**config.mk**
```make
export PLATFORM = sky130hd
export DESIGN_NAME = irq_aggr
export DESIGN_NICKNAME = d
export VERILOG_FILES = /design/src/rtl/irq_aggr_pkg.sv /design/src/rtl/irq_stat_bank.sv /design/src/rtl/irq_ctrl_regs.sv /design/src/rtl/irq_level_gate.sv /design/src/rtl/irq_aggr.sv
export SDC_FILE = /design/constraint.sdc
export NUM_CORES = 1
export LEC_CHECK = 0
export BUFFER_PORTS_ARGS = -buffer_cell sky130_fd_sc_hd__buf_2
export CORE_ASPECT_RATIO = 0.6
export CORE_MARGIN = 8
export CORE_UTILIZATION = 35
export DETAILED_ROUTE_END_ITERATION = 10
export GPL_ROUTABILITY_DRIVEN = 0
export PLACE_DENSITY = 0.59
export SLEW_MARGIN = 10
export SYNTH_ARGS = -nofsm -noshare
export SYNTH_HDL_FRONTEND = slang
export SYNTH_SLANG_ARGS = --single-unit
```
**constraint.sdc**
```tcl
create_clock -name clk_i -period 2.5 [get_ports clk_i]
set_clock_uncertainty 0.2 [all_clocks]
set_input_delay 0.125 -clock clk_i [delete_from_list [all_inputs] [get_ports clk_i]]
set_output_delay 0.125 -clock clk_i [all_outputs]
set_load 0.01 [all_outputs]
```
**src/rtl/irq_aggr_pkg.sv**
```systemverilog
package irq_aggr_pkg;
  typedef enum logic [1:0] {
    ADDR_STAT = 2'd0,
    ADDR_EN   = 2'd1,
    ADDR_CFG  = 2'd2,
    ADDR_RSVD = 2'd3
  } reg_addr_e;
endpackage

```
**src/rtl/irq_stat_bank.sv**
```systemverilog
module irq_stat_bank #(
  parameter int DW      = 32,
  parameter int TMR_BIT = 19,
  parameter int PHY_BIT = 26
) (
  input  logic          clk_i,
  input  logic          rst_ni,
  input  logic [DW-1:0] clr_i,
  input  logic [DW-1:0] set_i,
  input  logic          tmr_evt_i,
  input  logic          tmr_en_i,
  input  logic          phy_lvl_i,
  output logic [DW-1:0] stat_o
);
  logic [DW-1:0] stat_q, stat_d;

  for (genvar b = 0; b < DW; b++) begin : g_bit
    if (b == PHY_BIT) begin : g_phy
      // level-driven source: tracks the input
      assign stat_d[b] = phy_lvl_i;
    end else if (b == TMR_BIT) begin : g_tmr
      assign stat_d[b] = (stat_q[b] & ~clr_i[b]) | (tmr_evt_i & tmr_en_i);
    end else begin : g_gen
      // set has priority over clear
      assign stat_d[b] = (stat_q[b] & ~clr_i[b]) | set_i[b];
    end
  end

  always_ff @(posedge clk_i or negedge rst_ni) begin
    if (!rst_ni) stat_q <= '0;
    else         stat_q <= stat_d;
  end

  assign stat_o = stat_q;
endmodule

```
**src/rtl/irq_ctrl_regs.sv**
```systemverilog
module irq_ctrl_regs #(
  parameter int DW      = 32,
  parameter int MEN_BIT = 8
) (
  input  logic          clk_i,
  input  logic          rst_ni,
  input  logic          en_we_i,
  input  logic          cfg_we_i,
  input  logic [DW-1:0] wdata_i,
  output logic [DW-1:0] en_o,
  output logic          men_o
);
  logic [DW-1:0] en_q;
  logic          men_q;

  always_ff @(posedge clk_i or negedge rst_ni) begin
    if (!rst_ni) begin
      en_q  <= '0;
      men_q <= 1'b0;
    end else begin
      if (en_we_i)  en_q  <= wdata_i;
      if (cfg_we_i) men_q <= wdata_i[MEN_BIT];
    end
  end

  assign en_o  = en_q;
  assign men_o = men_q;
endmodule

```
**src/rtl/irq_level_gate.sv**
```systemverilog
module irq_level_gate #(
  parameter int DW = 32
) (
  input  logic [DW-1:0] stat_i,
  input  logic [DW-1:0] en_i,
  input  logic          men_i,
  output logic          pend_o,
  output logic          irq_o
);
  assign pend_o = |(stat_i & en_i);
  assign irq_o  = pend_o & men_i;
endmodule

```
**src/rtl/irq_aggr.sv**
```systemverilog
module irq_aggr
  import irq_aggr_pkg::*;
#(
  parameter int DW       = 32,
  parameter int TMR_BIT  = 19,
  parameter int PHY_BIT  = 26,
  parameter int MEN_BIT  = 8,
  parameter int PEND_BIT = 12
) (
  input  logic          clk_i,
  input  logic          rst_ni,
  input  logic          wr_en_i,
  input  logic          rd_en_i,
  input  logic [1:0]    addr_i,
  input  logic [DW-1:0] wdata_i,
  output logic [DW-1:0] rdata_o,
  input  logic [DW-1:0] evt_set_i,
  input  logic          tmr_evt_i,
  input  logic          phy_lvl_i,
  output logic          irq_o
);
  localparam logic [DW-1:0] SPECIAL_MASK = (DW'(1) << TMR_BIT) | (DW'(1) << PHY_BIT);

  logic [DW-1:0] stat_q, en_q, clr_vec, cfg_rd;
  logic          men_q, pend;
  reg_addr_e     addr;

  assign addr    = reg_addr_e'(addr_i);
  assign clr_vec = (wr_en_i && addr == ADDR_STAT) ? wdata_i : '0;

  irq_stat_bank #(.DW(DW), .TMR_BIT(TMR_BIT), .PHY_BIT(PHY_BIT)) u_stat (
    .clk_i     (clk_i),
    .rst_ni    (rst_ni),
    .clr_i     (clr_vec),
    .set_i     (evt_set_i & ~SPECIAL_MASK),
    .tmr_evt_i (tmr_evt_i),
    .tmr_en_i  (en_q[TMR_BIT]),
    .phy_lvl_i (phy_lvl_i),
    .stat_o    (stat_q)
  );

  irq_ctrl_regs #(.DW(DW), .MEN_BIT(MEN_BIT)) u_ctrl (
    .clk_i    (clk_i),
    .rst_ni   (rst_ni),
    .en_we_i  (wr_en_i && addr == ADDR_EN),
    .cfg_we_i (wr_en_i && addr == ADDR_CFG),
    .wdata_i  (wdata_i),
    .en_o     (en_q),
    .men_o    (men_q)
  );

  irq_level_gate #(.DW(DW)) u_gate (
    .stat_i (stat_q),
    .en_i   (en_q),
    .men_i  (men_q),
    .pend_o (pend),
    .irq_o  (irq_o)
  );

  always_comb begin
    cfg_rd           = '0;
    cfg_rd[PEND_BIT] = pend;
    cfg_rd[MEN_BIT]  = men_q;
  end

  always_comb begin
    rdata_o = '0;
    if (rd_en_i) begin
      unique case (addr)
        ADDR_STAT: rdata_o = stat_q;
        ADDR_EN:   rdata_o = en_q;
        ADDR_CFG:  rdata_o = cfg_rd;
        default:   rdata_o = '0;
      endcase
    end
  end
endmodule

```
==> run metrics <==
die area=approximately 0.012 sq mm; pwr dens=approximately 590 mW/mm^2; DR pass1 iterations=4; XOR/XNOR share of the synthesized area=0; Max Clk Rate=approximately 400 MHz; dpl cells=476; final setup violation count=1; Yosys reg bits=between 60 and 70; Worst Tran Pin Value=roughly 0.72 ns; vias in the first global route=~3,100; top-count cell post-synth=dfrtp_1; WP data arrival=between 2 and 2.5 ns; R2R Setup Slk=~0.93 ns; Most Crowded Layer GR=met2; sequential power share=0.435; HPWL Detailed=approximately 6.4 mm; routing usage on met2=0.264; Leakage=~2.2 nW; Routed Antenna Nets=0; peak supply drop=approximately 0.35 mV; routed wire length=about 9.6 mm; startpoint types=flop; top cells by count, synth=65 x dfrtp_1, 33 x mux2_2, 33 x nand2_1, 32 x mux2i_1, 31 x nor2_1; count of different cell masters after synthesis=24; Post-route DRC=0; Syn Area/Cell=roughly 11 sq um; Synth Flop Type=dfrtp_1; clock share of power=0.363; RSZ-0062 raised after global routing=yes; Sw Share=0.255; Syn Inst Count=roughly 270; Via density=just under 5; number of failing hold endpoints at the final stage=0; post-synthesis simple-gate area fraction=0.102; GRT met1 Usage=0.209; CTS tree=done; overall routing resource usage=0.166; YS warnings=0; initial drt markers=162; Root Buffer=clkbuf_16; sequential cell area fraction in the yosys report=0.530; die width=approximately 140 um; Tcrit/Tclk final=1.00; met3 Usage GRT=0.0578; proportion of netlist area held by the largest area contributor=0.530; Starting Density=0.360; Filler Cell Count=about 750; Hold WS=0.175 ns; ant diodes=0; Post-synth EDFFs=0; H-tree Lvls=3; num rows=26; Finished Core Util=0.585; biggest area consumer among synthesized cells=dfrtp_1; Clock transition at path regs=approximately 0.05 ns; IO Pins=between 100 and 150; CP Max Fanout=3; final slew viol count=0; Worst EP required=about 2.2 ns; kind of critical path=flop to primary output; slew margin rel.=0.523; Chip Height=88.5 um; Synth area leaders=dfrtp_1 53%, mux2_2 12%, mux2i_1 10%, a21o_1 7.1%, nand2_1 4.0%; max cap viols=0; share of cells above drive strength 1=0.339; clock network latency to the later pin of the worst-skew pair=about 0.32 ns; ys async rst share=1.00; Final WS setup=-0.00208 ns; fin cells=between 500 and 600; R2R cell count=3; I/O Buffers=102; Gate power share=0.202; failing checks=setup timing; Min Clock Period, post-route=2.50 ns; Cell Area, Synth=about 0.0031 sq mm; status=complete, but fails checks; detailed-route via count=2,864; nets=about 550; Clock Path Buffers=2; mux cell area share after synthesis=0.226; total negative slack=-0.00208 ns; drt wl/cell=16.2 um; CTS buffer count=9; global route overflow=0; post-synthesis adder-cell area fraction=0; main combinational cell family by area after synthesis=multiplexers; P_int=between 0.002 and 0.0025 W; worst min path class=primary input to asynchronous set/reset pin; global-route wire length before repair=15.5 mm; largest net degree at the start of global routing=38; Crit. End Element=primary output; CTS Sinks=65; Psw=0.000746 W; complex-gate fraction of the synthesized area=0.124; total core area=approximately 0.0085 sq mm; antenna violations before repair=0; Post-Syn Nets=approximately 340; Syn-to-layout area delta=62.6%
## layout by cell type, fill, tap and decap left out, types with 2 or more instances in the layout
cell           count
a21o_1            29
a221oi_2           2
a22o_1             3
a22oi_1           12
buf_2            102
buf_4             10
clkbuf_1           4
clkbuf_16          9
dfrtp_1           65
dlygate4sd3_1     97
mux2_2            33
mux2i_1           32
nand2_1           33
nand3_1            2
nand4_1            2
nor2_1            31
## stage by stage
stage	power [W]	instance area, sq um	setup WS (ns)
final	0.00293	4990	-0.00208
after global routing	0.00308	4990	-0.0596
after CTS	0.00296	4970	-0.00118
after detailed placement	0.00176	3740	0.238
after global placement	0.00175	3740	0.291
after floorplan	0.00154	3070	0.588
## power by group through the flow
| stage | Combinational [W] | Clock, W | Sequential [W] |
|---|---|---|---|
| CTS | 0.000588 | 0.00110 | 0.00127 |
| finish | 0.000592 | 0.00106 | 0.00127 |
| detailed placement | 0.000475 | 0 | 0.00129 |
| global route | 0.000647 | 0.00114 | 0.00129 |
| floorplan | 0.000283 | 0 | 0.00126 |
| global placement | 0.000466 | 0 | 0.00128 |
## final timing paths
| kind | endpoint | start |
|---|---|---|
| max | irq_o | u_stat.stat_o[28] |
| min | u_ctrl.en_o[26] | rst_ni |
| max reg2reg | u_stat.stat_o[14] | u_stat.stat_o[14] |
| min reg2reg | u_ctrl.en_o[26] | u_ctrl.en_o[26] |
| max in group asynchronous | u_ctrl.en_o[17] | rst_ni |
| min in group clk_i | u_stat.stat_o[26] | phy_lvl_i |
## cell families after synthesis
family | after synthesis
AO/OA/AOI/OAI | 49
buffers and inverters | 13
flip-flops | 65
multiplexers | 65
AND/OR/NAND/NOR | 75
## metal layers
layer / up-vias / wire (um)
met3: 15 / 737
met2: 97 / 4290
met1: 1390 / 4430
li1: 1362 / -
met5: - / 0
met4: 0 / 133
## layout make-up
cell class / count / area (sq um) / share of cell area
Tap cell: 112 / 140 / 0.0281
Timing Repair Buffer: 210 / 1580 / 0.316
Multi-Input combinational cell: 189 / 1400 / 0.280
Sequential cell: 65 / 1630 / 0.326
Clock buffer: 13 / 240 / 0.0482
Clock inverter: 1 / 5.00 / 0.00100
## flip-flops by register name (all words and copies together) (netlist names)
register       count
u_ctrl.men_o       1
u_stat.stat_o     32
u_ctrl.en_o       32
## critical path, stage by stage (launching register included)
cell and delay, ns:
dfrtp_1 0.40, a22oi_1 0.32, nand4_1 0.21, or4_4 0.58
and2_2 0.20, buf_2 0.14
## what timing repair did
action / 4_1_cts / 5_1_grt
gates cloned: 0 / 0
setup endpoints to repair: 2 / 2
buffers inserted: 1 / 2
hold buffers: 97 / 0
endpoints found under the hold margin: 93 / 0
pin swaps: 2 / 1
resized for setup: 2 / 0
No activity file was read; power rests on OpenSTA's default activity.
